==> src/rtl/am_pkg.sv <==
package am_pkg;

  // Control phases of one event
  typedef enum logic [1:0] {
    ST_IDLE   = 2'd0,  // no event, pattern writes allowed
    ST_ACTIVE = 2'd1,  // hits being collected
    ST_EVAL   = 2'd2,  // majority decision being registered
    ST_READ   = 2'd3   // roads streaming out
  } am_state_t;

  function automatic int width_of(input int n);
    return (n > 1) ? $clog2(n) : 1;
  endfunction

endpackage

==> src/rtl/am_ctrl.sv <==
module am_ctrl
  import am_pkg::*;
(
  input  logic clk,
  input  logic rst,
  input  logic hit_valid,
  input  logic eoe,
  input  logic drained,
  output logic busy,
  output logic load_ok,
  output logic hit_ok,
  output logic eval,
  output logic clr
);

  am_state_t state_q;

  always_ff @(posedge clk) begin
    if (rst) begin
      state_q <= ST_IDLE;
    end else begin
      case (state_q)
        ST_IDLE: begin
          if (eoe)            state_q <= ST_EVAL;
          else if (hit_valid) state_q <= ST_ACTIVE;
        end
        ST_ACTIVE: begin
          if (eoe) state_q <= ST_EVAL;
        end
        ST_EVAL: state_q <= ST_READ;
        ST_READ: begin
          if (drained) state_q <= ST_IDLE;
        end
        default: state_q <= ST_IDLE;
      endcase
    end
  end

  always_comb begin
    busy    = (state_q != ST_IDLE);
    load_ok = (state_q == ST_IDLE);
    hit_ok  = (state_q == ST_IDLE) || (state_q == ST_ACTIVE);
    eval    = (state_q == ST_EVAL);
    clr     = (state_q == ST_READ) && drained;
  end

endmodule

==> src/rtl/am_pattern_cell.sv <==
module am_pattern_cell #(
  parameter int LAYERS = 6,
  parameter int ADDR_W = 8,
  parameter int LYR_W  = 3,
  parameter int CNT_W  = 3
) (
  input  logic              clk,
  input  logic              rst,
  input  logic              wr_en,
  input  logic [LYR_W-1:0]  wr_layer,
  input  logic [ADDR_W-1:0] wr_addr,
  input  logic              hit_en,
  input  logic [LYR_W-1:0]  hit_layer,
  input  logic [ADDR_W-1:0] hit_addr,
  input  logic              clr,
  input  logic [CNT_W-1:0]  thr,
  output logic              fire
);

  // Stored address per layer (contents are not reset)
  logic [ADDR_W-1:0] addr_q [LAYERS];
  logic [LAYERS-1:0] match_q;
  logic [LAYERS-1:0] cmp;
  logic [CNT_W-1:0]  layer_cnt;

  always_ff @(posedge clk) begin
    for (int l = 0; l < LAYERS; l++) begin
      if (wr_en && (wr_layer == LYR_W'(l))) addr_q[l] <= wr_addr;
    end
  end

  // Content compare: one comparator per layer
  always_comb begin
    for (int l = 0; l < LAYERS; l++) begin
      cmp[l] = hit_en && (hit_layer == LYR_W'(l)) && (addr_q[l] == hit_addr);
    end
  end

  always_ff @(posedge clk) begin
    if (rst || clr) match_q <= '0;
    else            match_q <= match_q | cmp;
  end

  // Majority: count matched layers
  always_comb begin
    layer_cnt = '0;
    for (int l = 0; l < LAYERS; l++) begin
      layer_cnt = layer_cnt + CNT_W'(match_q[l]);
    end
    fire = (layer_cnt >= thr);
  end

endmodule

==> src/rtl/am_road_encoder.sv <==
module am_road_encoder #(
  parameter int PATTERNS = 32,
  parameter int PAT_W    = 5
) (
  input  logic                clk,
  input  logic                rst,
  input  logic                capture,
  input  logic [PATTERNS-1:0] fire_vec,
  input  logic                ready,
  output logic                valid,
  output logic [PAT_W-1:0]    id,
  output logic                last,
  output logic                drained
);

  logic [PATTERNS-1:0] pend_q;
  logic [PATTERNS-1:0] rest;
  logic [PAT_W-1:0]    sel;
  logic                advance;

  // Lowest set index wins
  always_comb begin
    sel = '0;
    for (int i = PATTERNS - 1; i >= 0; i--) begin
      if (pend_q[i]) sel = PAT_W'(i);
    end
    rest    = pend_q & ~(PATTERNS'(1) << sel);
    advance = !valid || ready;
    drained = (pend_q == '0) && advance;
  end

  always_ff @(posedge clk) begin
    if (rst) begin
      pend_q <= '0;
      valid  <= 1'b0;
      id     <= '0;
      last   <= 1'b0;
    end else if (capture) begin
      pend_q <= fire_vec;
    end else if (advance) begin
      if (pend_q != '0) begin
        valid  <= 1'b1;
        id     <= sel;
        last   <= (rest == '0);
        pend_q <= rest;
      end else begin
        valid <= 1'b0;
        last  <= 1'b0;
      end
    end
  end

endmodule

==> src/rtl/am_road_finder.sv <==
module am_road_finder #(
  parameter int LAYERS   = 6,
  parameter int ADDR_W   = 8,
  parameter int PATTERNS = 32,
  localparam int PAT_W   = am_pkg::width_of(PATTERNS),
  localparam int LYR_W   = am_pkg::width_of(LAYERS),
  localparam int CNT_W   = $clog2(LAYERS + 1)
) (
  input  logic              clk,
  input  logic              rst,
  input  logic              load_en,
  input  logic [PAT_W-1:0]  load_pat,
  input  logic [LYR_W-1:0]  load_layer,
  input  logic [ADDR_W-1:0] load_addr,
  input  logic [CNT_W-1:0]  threshold,
  input  logic              hit_valid,
  input  logic [LYR_W-1:0]  hit_layer,
  input  logic [ADDR_W-1:0] hit_addr,
  input  logic              eoe,
  input  logic              road_ready,
  output logic              road_valid,
  output logic [PAT_W-1:0]  road_id,
  output logic              road_last,
  output logic              busy
);

  logic                load_ok, hit_ok, eval, clr, drained;
  logic                hit_en;
  logic [CNT_W-1:0]    thr_q;
  logic [PATTERNS-1:0] fire_vec;

  am_ctrl u_ctrl (
    .clk       (clk),
    .rst       (rst),
    .hit_valid (hit_valid),
    .eoe       (eoe),
    .drained   (drained),
    .busy      (busy),
    .load_ok   (load_ok),
    .hit_ok    (hit_ok),
    .eval      (eval),
    .clr       (clr)
  );

  assign hit_en = hit_valid && hit_ok;

  // Threshold sampled when the event closes; zero behaves as one
  always_ff @(posedge clk) begin
    if (rst) begin
      thr_q <= CNT_W'(1);
    end else if (eoe && hit_ok) begin
      thr_q <= (threshold == '0) ? CNT_W'(1) : threshold;
    end
  end

  for (genvar p = 0; p < PATTERNS; p++) begin : g_cell
    logic wr_sel;
    assign wr_sel = load_en && load_ok && (load_pat == PAT_W'(p));

    am_pattern_cell #(
      .LAYERS (LAYERS),
      .ADDR_W (ADDR_W),
      .LYR_W  (LYR_W),
      .CNT_W  (CNT_W)
    ) u_cell (
      .clk       (clk),
      .rst       (rst),
      .wr_en     (wr_sel),
      .wr_layer  (load_layer),
      .wr_addr   (load_addr),
      .hit_en    (hit_en),
      .hit_layer (hit_layer),
      .hit_addr  (hit_addr),
      .clr       (clr),
      .thr       (thr_q),
      .fire      (fire_vec[p])
    );
  end

  am_road_encoder #(
    .PATTERNS (PATTERNS),
    .PAT_W    (PAT_W)
  ) u_enc (
    .clk      (clk),
    .rst      (rst),
    .capture  (eval),
    .fire_vec (fire_vec),
    .ready    (road_ready),
    .valid    (road_valid),
    .id       (road_id),
    .last     (road_last),
    .drained  (drained)
  );

endmodule

==> config.mk <==
export PLATFORM = sky130hd
export DESIGN_NAME = am_road_finder
export DESIGN_NICKNAME = d
export VERILOG_FILES = /design/src/rtl/am_pkg.sv /design/src/rtl/am_ctrl.sv /design/src/rtl/am_pattern_cell.sv /design/src/rtl/am_road_encoder.sv /design/src/rtl/am_road_finder.sv
export SDC_FILE = /design/constraint.sdc
export NUM_CORES = 2
export LEC_CHECK = 0
export BUFFER_PORTS_ARGS = -buffer_cell sky130_fd_sc_hd__buf_2
export CORE_MARGIN = 2
export CORE_UTILIZATION = 57
export CTS_CLUSTER_DIAMETER = 40
export DETAILED_ROUTE_END_ITERATION = 8
export GPL_ROUTABILITY_DRIVEN = 1
export GPL_TIMING_DRIVEN = 0
export PLACE_DENSITY = 0.79
export SLEW_MARGIN = 15
export SYNTH_ARGS = -nofsm -noshare
export SYNTH_HDL_FRONTEND = slang
export SYNTH_SLANG_ARGS = --single-unit
==> constraint.sdc <==
create_clock -name clk -period 3.3 [get_ports clk]
set_input_delay 0.66 -clock clk [delete_from_list [all_inputs] [get_ports clk]]
set_output_delay 0.66 -clock clk [all_outputs]
set_load 0.03 [all_outputs]
Word level (Yosys, flattened, before mapping)
Memory sizes are Yosys's and may differ from the RTL's.
Index checks and enable logic that the tools add are counted.
{ "word_totals": {"register_bits": 236, "mem_bits_rw": 1536, "in_bits": 36, "output_inout_bits": 8, "elab_cells": 2050, "n_memories": 32} }
{ "classes": {"n_addsub": 160, "order_cmp": 32, "n_eq_ne": 239, "shift": 1, "n_mux": 907, "n_bitwise": 35, "n_reduce_logical": 606} }
{ "mem_list": {"columns": ["name", "words", "word_bits", "rd", "rd_ports_with_merged_regs", "wr", "line_no", "rtl"], "rows": [
  ["g_cell[0].u_cell.addr_q", 6, 8, 6, 0, 1, "am_pattern_cell.sv:21", "logic [ADDR_W-1:0] addr_q [LAYERS];"],
  ["g_cell[10].u_cell.addr_q", 6, 8, 6, 0, 1, "am_pattern_cell.sv:21", null],
  ["g_cell[11].u_cell.addr_q", 6, 8, 6, 0, 1, "am_pattern_cell.sv:21", null],
  ["g_cell[12].u_cell.addr_q", 6, 8, 6, 0, 1, "am_pattern_cell.sv:21", null],
  ["g_cell[13].u_cell.addr_q", 6, 8, 6, 0, 1, "am_pattern_cell.sv:21", null],
  ["g_cell[14].u_cell.addr_q", 6, 8, 6, 0, 1, "am_pattern_cell.sv:21", null],
  ["26 more memories", null, null, null, null, null, null, null]
]} }
{ "op_table": {"columns": ["cell", "count"], "rows": [
  ["$eq A8 B8 Y1", 192],
  ["$mux W8", 160],
  ["$reduce_or A8 Y1", 160],
  ["$mux W1", 546],
  ["$mux W3", 161],
  ["$logic_and A1 B1 Y1", 427],
  ["$add A3 B1 Y3", 128],
  ["$or A6 B6 Y6", 32],
  ["$mux W5", 32],
  ["$ge A3 B3 Y1", 32],
  ["$mux W32", 3],
  ["$eq A5 B5 Y1 const B", 16],
  ["$add A1 B1 Y2", 32],
  ["$logic_not A32 Y1", 2],
  ["$eq A5 B4 Y1 const B", 8],
  ["$and A32 B32 Y32", 1],
  ["$not A32 Y32", 1],
  ["$reduce_bool A32 Y1", 1],
  ["$shl A1 B5 Y32 const A", 1],
  ["$eq A5 B3 Y1 const B", 4],
  ["$eq A3 B2 Y1 const B", 4],
  ["$eq A3 B3 Y1 const B", 4],
  ["$eq A5 B2 Y1 const B", 2],
  ["$logic_not A3 Y1", 3],
  ["17 further kinds", 28]
]} }

Logic depth before layout (Yosys ltp)
{ "logic_depth": {"depth_word": 38, "ltp_mapped": 11, "depth_no_buf": 11} }

Cells and area by module
A second synthesis with hierarchy kept.
{ "hier_totals": {"hier_cells": 5942, "hier_area_um2": 81305.5} }
{ "modules_own_cells": {"columns": ["mod", "n_inst", "cells_per_inst", "area_each_um2", "seq_area_each_um2"], "rows": [
  ["am_pattern_cell", 32, 172, 2437.3, 1561.5],
  ["am_road_encoder", 1, 352, 2565.0, 780.7],
  ["am_road_finder", 1, 64, 555.5, 60.1],
  ["am_ctrl", 1, 22, 190.2, 40.0]
]} }

Least setup slack after synthesis
Ideal clock, no wire load.
{ "synth_timing": {"path_kind": "flip-flop to flip-flop", "from": "register g_cell[22].u_cell.match_q[0]", "to": "register u_enc.pend_q[22]", "setup_time_ns": 0.128, "arrival_ns": 2.821, "t_required_ns": 3.172, "slack_ns": 0.351, "stages_incl_launch_ff": 12, "path_buffers": 0, "period_less_slack_ns": 2.949, "path_cell_list": "dfxtp_1 ha_1 inv_1 fa_1 fa_1 fa_1 inv_1 ha_1 a21o_1 a21o_1 a222oi_1 nor2_1"} }
{ "synth_via": {"elab_chain_len": 7} }
{ "synth_lines": {"columns": ["element", "line_no", "rtl"], "rows": [
  ["start: declaration", "am_pattern_cell.sv:22", "logic [LAYERS-1:0] match_q;"],
  ["start signal: assignment", "am_pattern_cell.sv:41", "else match_q <= match_q | cmp;"],
  ["$add A1 B1 Y2", "am_pattern_cell.sv:48", "layer_cnt = layer_cnt + CNT_W'(match_q[l]);"],
  ["$add A3 B1 Y3 (4 in a row)", "am_pattern_cell.sv:48", null],
  ["$ge A3 B3 Y1", "am_pattern_cell.sv:50", "fire = (layer_cnt >= thr);"],
  ["$mux W32", "am_road_encoder.sv:38", "end else if (capture) begin"],
  ["end signal: assignment", "am_road_encoder.sv:39", "pend_q <= fire_vec;"],
  ["end signal: assignment", "am_road_encoder.sv:45", "pend_q <= rest;"],
  ["end: declaration", "am_road_encoder.sv:16", "logic [PATTERNS-1:0] pend_q;"]
]} }
No other way between the ends.
A chain may end at the register's enable or synchronous reset.

Worst setup path in the final report
{ "layout_timing": {"from": "register u_ctrl.state_q[1]", "to": "memory g_cell[14].u_cell.addr_q[3][7] (enable)"} }
{ "layout_via": {"elab_chain_len": 12, "word_cells_on_any_way": 36, "cone_classes": "mux (22); reduce/logical (14)"} }
{ "layout_lines": {"columns": ["element", "line_no", "rtl"], "rows": [
  ["start: declaration", "am_ctrl.sv:16", "am_state_t state_q;"],
  ["start signal: assignment", "am_ctrl.sv:20", "state_q <= ST_IDLE;"],
  ["start signal: assignment", "am_ctrl.sv:24", "if (eoe) state_q <= ST_EVAL;"],
  ["start signal: assignment", "am_ctrl.sv:25", "else if (hit_valid) state_q <= ST_ACTIVE;"],
  ["$logic_not A2 Y1 (*)", "am_ctrl.sv:41", "load_ok = (state_q == ST_IDLE);"],
  ["$logic_and A1 B1 Y1 (*) (2 in a row)", "am_road_finder.sv:58", "assign wr_sel = load_en && load_ok && (load_pat == PAT_W'(p));"],
  ["$logic_and A1 B1 Y1", "am_pattern_cell.sv:28", "if (wr_en && (wr_layer == LYR_W'(l))) addr_q[l] <= wr_addr;"],
  ["$mux W1", "am_pattern_cell.sv:28", null],
  ["$mux W1 (not written as such)", "am_pattern_cell.sv:28", null],
  ["$reduce_or A8 Y1 (no line)", null, null],
  ["$mux W3 (no line) or $mux W1 (tied branches) (5 in a row)", null, null],
  ["end: declaration", "am_pattern_cell.sv:21", null]
]} }
Every way passes the cells marked *; elsewhere a longest branch is shown, timed or not.

==> impl_metrics.py <==
metrics = {
    "sta": {
        "rsz0062_at_grt": "yes",
        "slew_headroom_pct": 5.841,
        "hold_violations": 0,
        "setup_viol": 148,
        "fin_crit_sh_pct": 104.2,
        "clock.fmax_mhz": 290.8,
        "post-route-min-period_ps": 3439,
        "slew_violations": 0,
        "fin_ws_ps": -139.3,
        "fin_setup_tns_ps": -6798,
        "finClkSkew_ps": 36.73,
        "tightest_slew_ps": 1412,
    },
    "routing": {
        "drtAntennaViolNets": 0,
        "vias_per_cell": 6.040,
        "vias": 46654,
        "drc": 0,
        "drt_iter0_markers": 5997,
        "dr.pass1.iters": 8,
        "wl_um": 215400,
        "wl_per_cell_um": 27.89,
    },
    "power": {
        "p_seq_share_pct": 44.7,
        "netSwitchingPower_w": 0.01558,
        "switching_share_pct": 28.20,
        "p_leak_nw": 29.46,
        "power_density_nw_per_um2": 626.4,
        "combPwrFrac_pct": 15.5,
        "peakVddDrop_mv": 0.5782,
        "p_int_w": 0.03968,
        "clock_power_share_pct": 39.8,
    },
    "hold_path": {
        "whs_endpoint": "g_cell[2].u_cell.addr_q[2][5]",
        "whs_path_depth": 1,
        "min-delay-start": "load_addr[5]",
        "hp-class": "in -> reg",
    },
    "flow_run": {
        "drv_cap": 0,
    },
    "clock_network": {
        "cts_buffers": 197,
        "clk-insertion-delay-late_ps": 850,
        "cts_max_level": 4,
        "path_clk_slew_ps": 60,
        "cts_sinks": 1772,
        "cts_tree": "done",
        "clk_path_buf_depth": 3,
        "cts-root-buf": "clkbuf_16",
    },
    "die": {
        "floorplan.die.width_um": 373.2,
        "dieArea_um2": 139300,
        "initial_utilization_pct": 57.36,
        "ioPinCount": 44,
        "coreArea_um2": 135500,
        "die_h_um": 373.2,
        "rows": 135,
    },
    "logic_synthesis": {
        "synthesis.area_um2": 77710,
        "synthTopCellsByArea": "edfxtp_1, xor2_1, dfxtp_1",
        "syn_nets": 5768,
        "ys_ff_latch": 1772,
        "seq_area_frac_synth_pct": 65.44,
        "ys_types": 63,
        "synth_cells": 5504,
        "synthArstFlopShare_pct": 0,
        "synth_edf_count": 1536,
        "yosys.area.top_type": "edfxtp_1",
        "yosysWarnings": 0,
        "avgSynthCellArea_um2": 14.12,
        "synth_top_area_share_pct": 59.36,
        "ys.flop_type": "edfxtp_1",
    },
    "outcome": {
        "status": "finished, violations left",
        "violations": "setup timing",
    },
    "grt": {
        "grt_pass1_wl_um": 307800,
        "grt_max_degree": 97,
        "antenna_found_initial": 22,
        "grt_usage_pct": 30.63,
        "grt_pass1_vias": 45645,
        "overflow": 0,
    },
    "layout": {
        "area_delta_synth_final_pct": 13.53,
        "post-route-util_pct": 65.12,
        "design_area_um2": 88220,
        "layout-drive-gt1-share_pct": 10.97,
        "layout.nets": 6029,
        "fin_cells": 7724,
    },
    "setup_path": {
        "rrSetupSlack_ps": -140,
        "arrival_ps": 3900,
        "rr_startpoint": "u_ctrl.state_q[1]",
        "worstSetupPathType": "reg -> reg",
        "cp-start-kind": "flop",
        "cp.required_ps": 3760,
        "critical-path-top-delay-family": "simple AND/OR/NAND/NOR gates",
        "path_cells": "inv_1 -> ha_1 -> nand3_1 -> nor2_1 -> nand2_1 -> nor2_1",
        "critPathCaptureType": "flop",
        "worstRegToRegCells": 6,
        "cp_num_buf_inv": 1,
        "crit_top_cell": "nor2_1",
        "critPathMaxFanout": 8,
        "timing.rr.end": "g_cell[14].u_cell.addr_q[3][7]",
        "max_stage_delay_ps": 740,
        "worst-path-stages": 6,
        "cp_slowest_cell": "nor2_1",
    },
    "placed_design": {
        "globalplace.congestion": 0.9383,
        "dpl_cell_area_um2": 80820,
        "dp_hpwl_um": 137900,
        "pre_cts_ws_ps": -856.7,
        "portBuffers": 33,
        "placedCellCount": 7344,
    },
}
==> stage by stage <==
step	power, W	hold WS (ps)
2_1_floorplan	0.02974	440.8
5_1_grt	0.05666	92.01
6_report	0.05526	118.3
3_3_place_gp	0.03276	436.9
4_1_cts	0.05458	77.05
3_5_place_dp	0.03283	447.2
==> final cells by class <==
cell class / instances / area (µm²)
clock buffers: 247 / 5210
diodes: 6 / 15.01
plain buffers: 265 / 1059
multi-input cells: 3195 / 25590
flip-flops and latches: 1772 / 50860
inverters: 271 / 1017
clock inverters: 124 / 1368
repair buffers: 63 / 870.8
fillers: 9152 / 47250
well taps: 1781 / 2228
==> layer usage <==
layer / wire, µm / up-vias / global-route usage [%]
met1: 80280 / 23197 / 40.71
met2: 99460 / 2838 / 47.59
met3: 25370 / 535 / 7.613
li1: - / 20058 / -
met5: 174 / - / 0
met4: 10110 / 26 / 14.66
==> how the worst max path moves through the flow <==
stage                                       from                        endpoint  slack (ps)
detailed placement                   hit_addr[4]     g_cell[9].u_cell.match_q[4]        -860
global placement                    load_addr[4]  g_cell[11].u_cell.addr_q[2][4]       -1930
floorplan           g_cell[22].u_cell.match_q[0]                u_enc.pend_q[22]         350
finish                         u_ctrl.state_q[1]  g_cell[14].u_cell.addr_q[3][7]        -140
CTS                            u_ctrl.state_q[1]   g_cell[1].u_cell.addr_q[1][6]         -90
global route                   u_ctrl.state_q[0]  g_cell[14].u_cell.addr_q[1][7]        -170
==> Yosys cell counts, drive strengths merged, types with 2 or more instances <==
| master | number |
|---|---|
| a211oi | 5 |
| a21o | 7 |
| a21oi | 216 |
| a221oi | 3 |
| a222oi | 3 |
| a31oi | 72 |
| and2 | 5 |
| and3 | 2 |
| buf | 112 |
| clkbuf | 154 |
| dfxtp | 236 |
| edfxtp | 1536 |
| fa | 96 |
| ha | 132 |
| inv | 271 |
| mux2i | 2 |
| nand2 | 59 |
| nand2b | 43 |
| nand3 | 71 |
| nand3b | 4 |
| nand4 | 98 |
| nor2 | 313 |
| nor2b | 33 |
| nor3 | 12 |
| nor3b | 2 |
| nor4 | 335 |
| o211a | 2 |
| o211ai | 3 |
| o21a | 2 |
| o21ai | 66 |
| o31a | 8 |
| o31ai | 6 |
| o41ai | 3 |
| or3 | 36 |
| or3b | 2 |
| xnor2 | 256 |
| xor2 | 1280 |
==> logic make-up (layout without fill, tap and decap cells) <==
family / after synthesis / in the layout / synth area share (%)
flops: 1772 / 1772 / 65.44
simple gates: 1019 / 1019 / 6.998
other cells: 0 / 6 / 0
buf+inv: 537 / 970 / 2.604
compound gates: 409 / 409 / 3.011
fa+ha+maj: 229 / 229 / 4.612
mux: 2 / 2 / 0.02576
xor+xnor: 1536 / 1536 / 17.31
==> state kept, by name, summed over array words and instances (netlist names) <==
register               count
u_enc.id                   5
g_cell.u_cell.addr_q    1536
g_cell.u_cell.match_q    192
u_ctrl.state_q             2
u_enc.last                 1
u_enc.pend_q              32
u_enc.valid                1
thr_q                      3
==> power by group through the flow <==
stage | sequential, W | combinational (W) | clock, W
global placement | 0.0253 | 0.00749 | 0
floorplan | 0.0251 | 0.00460 | 0
global route | 0.0247 | 0.00903 | 0.0229
finish | 0.0247 | 0.00856 | 0.0220
detailed placement | 0.0252 | 0.00767 | 0
CTS | 0.0247 | 0.00788 | 0.0220
==> layout by cell type, fill, tap and decap left out, drive strengths merged, types with 7 or more instances in the layout <==
cell type | netlist | routed
clkbuf | 154 | 404
nand2b | 43 | 43
clkinvlp | 0 | 11
nor4 | 335 | 335
o21ai | 66 | 66
clkinv | 0 | 68
xor2 | 1280 | 1280
ha | 132 | 132
or3 | 36 | 36
o31a | 8 | 8
nand2 | 59 | 59
inv | 271 | 300
a31oi | 72 | 72
dfxtp | 236 | 236
a21oi | 216 | 216
fa | 96 | 96
nor2b | 33 | 33
nand3 | 71 | 71
nor2 | 313 | 313
nor3 | 12 | 12
buf | 112 | 171
xnor2 | 256 | 256
nand4 | 98 | 98
a21o | 7 | 7
edfxtp | 1536 | 1536
bufinv | 0 | 16
==> worst register-to-register path: cells and delay by family (launching register included) <==
family	cells	cell delay (ps)
flip-flops	1	330
buffers and inverters	1	110
AND/OR/NAND/NOR	4	2290
adder cells (fa/ha/maj)	1	320
==> timing repair <==
action / CTS / global route
pin swaps: 0 / 30
gates resized for setup: 106 / 185
buffers inserted: 0 / 4
hold buffers: 0 / 0
endpoints found under the setup margin: 418 / 929
Note: power is estimated with default switching activity, not from simulation.
